===== src/rtl/ecam_pkg.sv =====
package ecam_pkg;
  localparam int BUS_W   = 8;
  localparam int DEVFN_W = 8;
  localparam int REG_W   = 12;
  localparam int DATA_W  = 32;

  typedef enum logic [1:0] {
    ST_IDLE    = 2'd0,
    ST_LAUNCH  = 2'd1,
    ST_COLLECT = 2'd2
  } ctrlState_t;

  // Strobes from control to datapath
  typedef struct packed {
    logic capture;   // request taken this cycle
    logic rejectNow; // request taken and refused
    logic launch;    // window access active
    logic finish;    // window data ready, complete
  } ctrlStrobe_t;
endpackage


===== src/rtl/ecam_gate.sv =====
module ecam_gate #(
  parameter int BUS_W   = 8,
  parameter int DEVFN_W = 8
) (
  input  logic [BUS_W-1:0]   bus,
  input  logic [DEVFN_W-1:0] devFn,
  input  logic [BUS_W-1:0]   rootBus,
  input  logic               linkUp,
  output logic               accessOk
);
  logic onRoot;
  logic devZero;

  always_comb begin
    onRoot  = (bus == rootBus);
    devZero = (devFn == '0);
    // Root bus: a single device below the port. Other buses: need link.
    if (onRoot) accessOk = devZero;
    else        accessOk = linkUp;
  end
endmodule


===== src/rtl/ecam_ctrl.sv =====
module ecam_ctrl
  import ecam_pkg::*;
(
  input  logic        clk,
  input  logic        rstN,
  input  logic        reqValid,
  input  logic        accessOk,
  output ctrlStrobe_t strb
);
  ctrlState_t state, stateNext;

  always_comb begin
    strb.capture   = (state == ST_IDLE) && reqValid;
    strb.rejectNow = strb.capture && !accessOk;
    strb.launch    = (state == ST_LAUNCH);
    strb.finish    = (state == ST_COLLECT);
  end

  always_comb begin
    stateNext = state;
    unique case (state)
      ST_IDLE:    if (reqValid && accessOk) stateNext = ST_LAUNCH;
      ST_LAUNCH:  stateNext = ST_COLLECT;
      ST_COLLECT: stateNext = ST_IDLE;
      default:    stateNext = ST_IDLE;
    endcase
  end

  always_ff @(posedge clk) begin
    if (!rstN) state <= ST_IDLE;
    else       state <= stateNext;
  end
endmodule


===== src/rtl/ecam_datapath.sv =====
module ecam_datapath
  import ecam_pkg::*;
#(
  parameter int BUS_W   = 8,
  parameter int DEVFN_W = 8,
  parameter int REG_W   = 12,
  parameter int DATA_W  = 32,
  localparam int ADDR_W = BUS_W + DEVFN_W + REG_W
) (
  input  logic               clk,
  input  logic               rstN,
  input  ctrlStrobe_t        strb,
  input  logic               reqWrite,
  input  logic [BUS_W-1:0]   reqBus,
  input  logic [DEVFN_W-1:0] reqDevFn,
  input  logic [REG_W-1:0]   reqReg,
  input  logic [DATA_W-1:0]  reqWdata,
  input  logic [BUS_W-1:0]   rootBus,
  input  logic               linkUp,
  output logic               accessOk,
  output logic [ADDR_W-1:0]  winAddr,
  output logic               winWrite,
  output logic [DATA_W-1:0]  winWdata,
  input  logic [DATA_W-1:0]  winRdata,
  output logic               rspDone,
  output logic               rspOk,
  output logic [DATA_W-1:0]  rspRdata
);
  localparam logic [ADDR_W-1:0] ALIGN_MASK = ~ADDR_W'(3);

  logic [BUS_W-1:0]   busQ;
  logic [DEVFN_W-1:0] devFnQ;
  logic [REG_W-1:0]   regQ;
  logic [DATA_W-1:0]  wdataQ;
  logic               writeQ;

  ecam_gate #(.BUS_W(BUS_W), .DEVFN_W(DEVFN_W)) u_gate (
    .bus      (reqBus),
    .devFn    (reqDevFn),
    .rootBus  (rootBus),
    .linkUp   (linkUp),
    .accessOk (accessOk)
  );

  always_ff @(posedge clk) begin
    if (!rstN) begin
      busQ   <= '0;
      devFnQ <= '0;
      regQ   <= '0;
      wdataQ <= '0;
      writeQ <= 1'b0;
    end else if (strb.capture) begin
      busQ   <= reqBus;
      devFnQ <= reqDevFn;
      regQ   <= reqReg;
      wdataQ <= reqWdata;
      writeQ <= reqWrite;
    end
  end

  always_comb begin
    winAddr  = {busQ, devFnQ, regQ} & ALIGN_MASK;
    winWrite = writeQ;
    winWdata = wdataQ;
  end

  always_ff @(posedge clk) begin
    if (!rstN) begin
      rspDone  <= 1'b0;
      rspOk    <= 1'b0;
      rspRdata <= '0;
    end else begin
      rspDone <= strb.finish | strb.rejectNow;
      rspOk   <= strb.finish;
      if (strb.rejectNow)
        rspRdata <= reqWrite ? '0 : '1;
      else if (strb.finish)
        rspRdata <= writeQ ? '0 : winRdata;
    end
  end
endmodule


===== src/rtl/ecam_xlate.sv =====
module ecam_xlate
  import ecam_pkg::*;
(
  input  logic                                clk,
  input  logic                                rstN,
  input  logic                                reqValid,
  input  logic                                reqWrite,
  input  logic [BUS_W-1:0]                    reqBus,
  input  logic [DEVFN_W-1:0]                  reqDevFn,
  input  logic [REG_W-1:0]                    reqReg,
  input  logic [DATA_W-1:0]                   reqWdata,
  input  logic [BUS_W-1:0]                    rootBus,
  input  logic                                linkUp,
  output logic                                winValid,
  output logic                                winWrite,
  output logic [BUS_W+DEVFN_W+REG_W-1:0]      winAddr,
  output logic [DATA_W-1:0]                   winWdata,
  input  logic [DATA_W-1:0]                   winRdata,
  output logic                                rspDone,
  output logic                                rspOk,
  output logic [DATA_W-1:0]                   rspRdata
);
  ctrlStrobe_t strb;
  logic        accessOk;

  ecam_ctrl u_ctrl (
    .clk      (clk),
    .rstN     (rstN),
    .reqValid (reqValid),
    .accessOk (accessOk),
    .strb     (strb)
  );

  ecam_datapath #(
    .BUS_W(BUS_W), .DEVFN_W(DEVFN_W), .REG_W(REG_W), .DATA_W(DATA_W)
  ) u_dp (
    .clk      (clk),
    .rstN     (rstN),
    .strb     (strb),
    .reqWrite (reqWrite),
    .reqBus   (reqBus),
    .reqDevFn (reqDevFn),
    .reqReg   (reqReg),
    .reqWdata (reqWdata),
    .rootBus  (rootBus),
    .linkUp   (linkUp),
    .accessOk (accessOk),
    .winAddr  (winAddr),
    .winWrite (winWrite),
    .winWdata (winWdata),
    .winRdata (winRdata),
    .rspDone  (rspDone),
    .rspOk    (rspOk),
    .rspRdata (rspRdata)
  );

  assign winValid = strb.launch;
endmodule


===== config.mk =====
export PLATFORM = sky130hd
export DESIGN_NAME = ecam_xlate
export DESIGN_NICKNAME = d
export VERILOG_FILES = /design/src/rtl/ecam_pkg.sv /design/src/rtl/ecam_gate.sv /design/src/rtl/ecam_ctrl.sv /design/src/rtl/ecam_datapath.sv /design/src/rtl/ecam_xlate.sv
export SDC_FILE = /design/constraint.sdc
export NUM_CORES = 1
export LEC_CHECK = 0
export ABC_CLOCK_PERIOD_IN_PS = 2400
export BUFFER_PORTS_ARGS = -buffer_cell sky130_fd_sc_hd__buf_2
export CORE_ASPECT_RATIO = 0.6
export CORE_MARGIN = 3
export CORE_UTILIZATION = 40
export CTS_CLUSTER_DIAMETER = 30
export DETAILED_ROUTE_END_ITERATION = 16
export PLACE_DENSITY = 0.8
export SETUP_SLACK_MARGIN = 0.4
export SLEW_MARGIN = 15
export SYNTH_ARGS = -nofsm -noshare
export SYNTH_HDL_FRONTEND = slang
export SYNTH_SLANG_ARGS = --single-unit

===== constraint.sdc =====
create_clock -name clk -period 2.4 [get_ports clk]
set_input_delay 0.24 -clock clk [delete_from_list [all_inputs] [get_ports clk]]
set_output_delay 0.24 -clock clk [all_outputs]
set_load 0.02 [all_outputs]

==> results.toml <==
[routing]
via_per_inst = 5.13
drt-pass1-iter-count = 4
vias = 3891
drt_iter0_drc = 193
antenna_left = 0
wl_um = 11300
drc = 0
routedWlPerCell_um = 14.9

[worst_setup_path]
reg2reg_slack_ps = 520
crit_type = "in2reg"
cp.required_ps = 2640
crit_arrival_ps = 2130
worstPathMaxFanout = 14
endpoint_kind = "flip-flop"
startpoint_type = "input port"

[synth]
netlist_area_mm2 = 0.00394
ys_seq_area_share_pct = 48.2
synth_cell_types = 28
syn_area_per_cell_um2 = 8.88
yosys.area.top_type = "dfxtp_1"
synth.most_common_cell = "nand2_1"
netlist_instances = 444
async_reset_ff_share_pct = 0
ys_warn_count = 0
synth_top_area_share_pct = 48.2
synth_edf_count = 0
synth_seq_cells = 95
ys_top_cells_by_area = "dfxtp_1 48%, a221oi_2 11%, nand2_1 11%, a21oi_1 7.6%, nand4b_1 7.1%"
synth_common_cells = "118 x nand2_1, 95 x dfxtp_1, 60 x a21oi_1, 35 x clkbuf_1, 35 x nor2_1"
synth_ff_type = "dfxtp_1"

[global_route]
grt_use_met1_pct = 24.7
grt_util_met2_pct = 32.9
grt_pass1_wl_um = 18300
grtUsageMet3_pct = 7.26
grt-busiest-layer = "met2"
grt_max_degree = 62
grt_use_total_pct = 19.9
overflow = 0
grt_pass1_vias = 3725
antenna_found_initial = 0

[timing]
hold_viol = 0
layout_setup_ws_ps = 511
period_minus_slack_ps = 1890
fmax_ghz = 0.529
worst_pin_slew_ps = 521
finalCritPeriodShare_pct = 78.7
rsz0062_at_grt = "no"
fin_setup_tns_ps = 0
skew_ps = 5.46
setup_viol = 0
drv_slew = 0
slew_headroom_pct = 65.3

[cts]
cts_buffers = 9
clock_path_buffers = 2
clock_tree.htree_level_count = 3
cts_tree = "yes"
insertion_delay_ps = 330
cts.sinks = 95
cts_root_buf = "clkbuf_16"
ctsHoldBuffers = 0
clk_pin_slew_worst_paths_ps = 60

[flow_run]
cap_violations = 0

[floorplanning]
io_pins = 201
dieArea_mm2 = 0.0111
start_util_pct = 42.0
core_area_mm2 = 0.00939
num_rows = 27
die_h_um = 82.9
die_w_um = 134

[pwr]
p_leak_nw = 2.47
p_per_area_mw_per_mm2 = 747
ir_drop_v = 0.000379

[finish]
drive_gt1_share_pct = 42.8
nets = 728
area_growth_pct = 38.6
n_antenna_cell = 0

[placement]
port_buffers = 196
pre_cts_ws_ps = 74.2
globalplace.congestion = 0.834
dp_hpwl_um = 8220

[worst_hold_path]
min_path_type = "in2reg"

[outcome]
outcome = "completed"
-- final cells by class --
class                   count  area, um2
fillers                   868       3930
flip-flops and latches     95       1900
multi-input cells         304       1870
repair buffers            212       1190
clock buffers              12        267
well taps                 130        163
clock inverters             4       76.3
inverters                   1       5.00
-- cells by family (layout without fill, tap and decap cells) --
group,Yosys count,after routing,synth area share (%)
buffers and inverters,46,229,5.33
other,1,2,0.0951
AOI/OAI and AO/OA,96,96,20.5
and+or+nand+nor,198,198,24.1
xor gates and xnor gates,8,8,1.78
DFF,95,95,48.2
-- state kept, by name, indices dropped and copies added, names as in the netlist --
register / flops
u_dp.rspRdata: 32
u_dp.rspOk: 1
u_dp.rspDone: 1
u_dp.busQ: 8
u_dp.winWdata: 32
u_dp.winWrite: 1
u_ctrl.state: 2
u_dp.regQ: 10
u_dp.devFnQ: 8
-- report_power, final --
part | internal, mW | switching [mW] | total (mW)
combinational | 0.306 | 0.453 | 0.759
sequential | 1.69 | 0.0557 | 1.74
clock | 1.00 | 0.582 | 1.58
total | 2.99 | 1.09 | 4.08
-- layer usage --
metal / vias up / routed length (um) / share of wire (%)
li1: 1898 / - / -
met1: 1819 / 4900 / 43
met2: 161 / 5220 / 46
met3: 13 / 1040 / 9.2
met4: 0 / 129 / 1.1
met5: - / 0 / 0
-- stage by stage --
step           hold slack (ps)  total power, mW  area [um2]  util (%)  instances
2_1_floorplan              362             2.24        3950         -        445
3_3_place_gp               439             2.50        5070      54.0        740
3_5_place_dp               444             2.53        5070      54.0        740
4_1_cts                    125             4.12        5420      57.7        756
5_1_grt                    129             4.27        5470      58.2        758
6_report                   144             4.08        5470      58.2        758
-- placed cells by master, fill, tap and decap left out --
cell type,count
nor2b_1,1
nand2b_1,1
or3b_4,1
conb_1,2
clkinv_4,1
or4_4,3
or4_1,1
xnor2_2,1
nand3_2,1
clkinv_2,1
a21oi_1,60
clkbuf_16,9
a221oi_2,30
nand4_1,2
o21ai_0,1
buf_12,7
dfxtp_1,95
a221oi_1,2
buf_2,196
buf_4,9
a211oi_1,1
clkbuf_8,3
nand4b_1,32
nor2_1,35
nor2b_2,1
nand2_1,118
and2_1,1
o21ai_2,1
a41o_4,1
clkinvlp_4,1
nor3b_2,1
bufinv_16,2
xnor2_1,7
-- worst paths after layout --
kind                                        from           endpoint  cells past startpoint
worst min register to register  u_dp.winWdata[9]   u_dp.winWdata[9]                      2
worst max register to register   u_ctrl.state[1]  u_dp.rspRdata[10]                      5
worst max-delay path                 reqDevFn[3]  u_dp.rspRdata[10]                      6
worst min-delay path                 reqWdata[9]   u_dp.winWdata[9]                      3
-- worst max-delay path, cell delays in order --
cell	delay [ps]
buf_2	110
or4_4	540
or4_4	520
a41o_4	290
buf_12	170
a221oi_2	250
-- timing repair --
item	4_1_cts	5_1_grt
buffers inserted	0	2
pin swaps	0	2
gates cloned	0	0
setup endpoints to repair	18	32
gates resized for setup	2	8
Note: power is estimated with default switching activity, not from simulation.
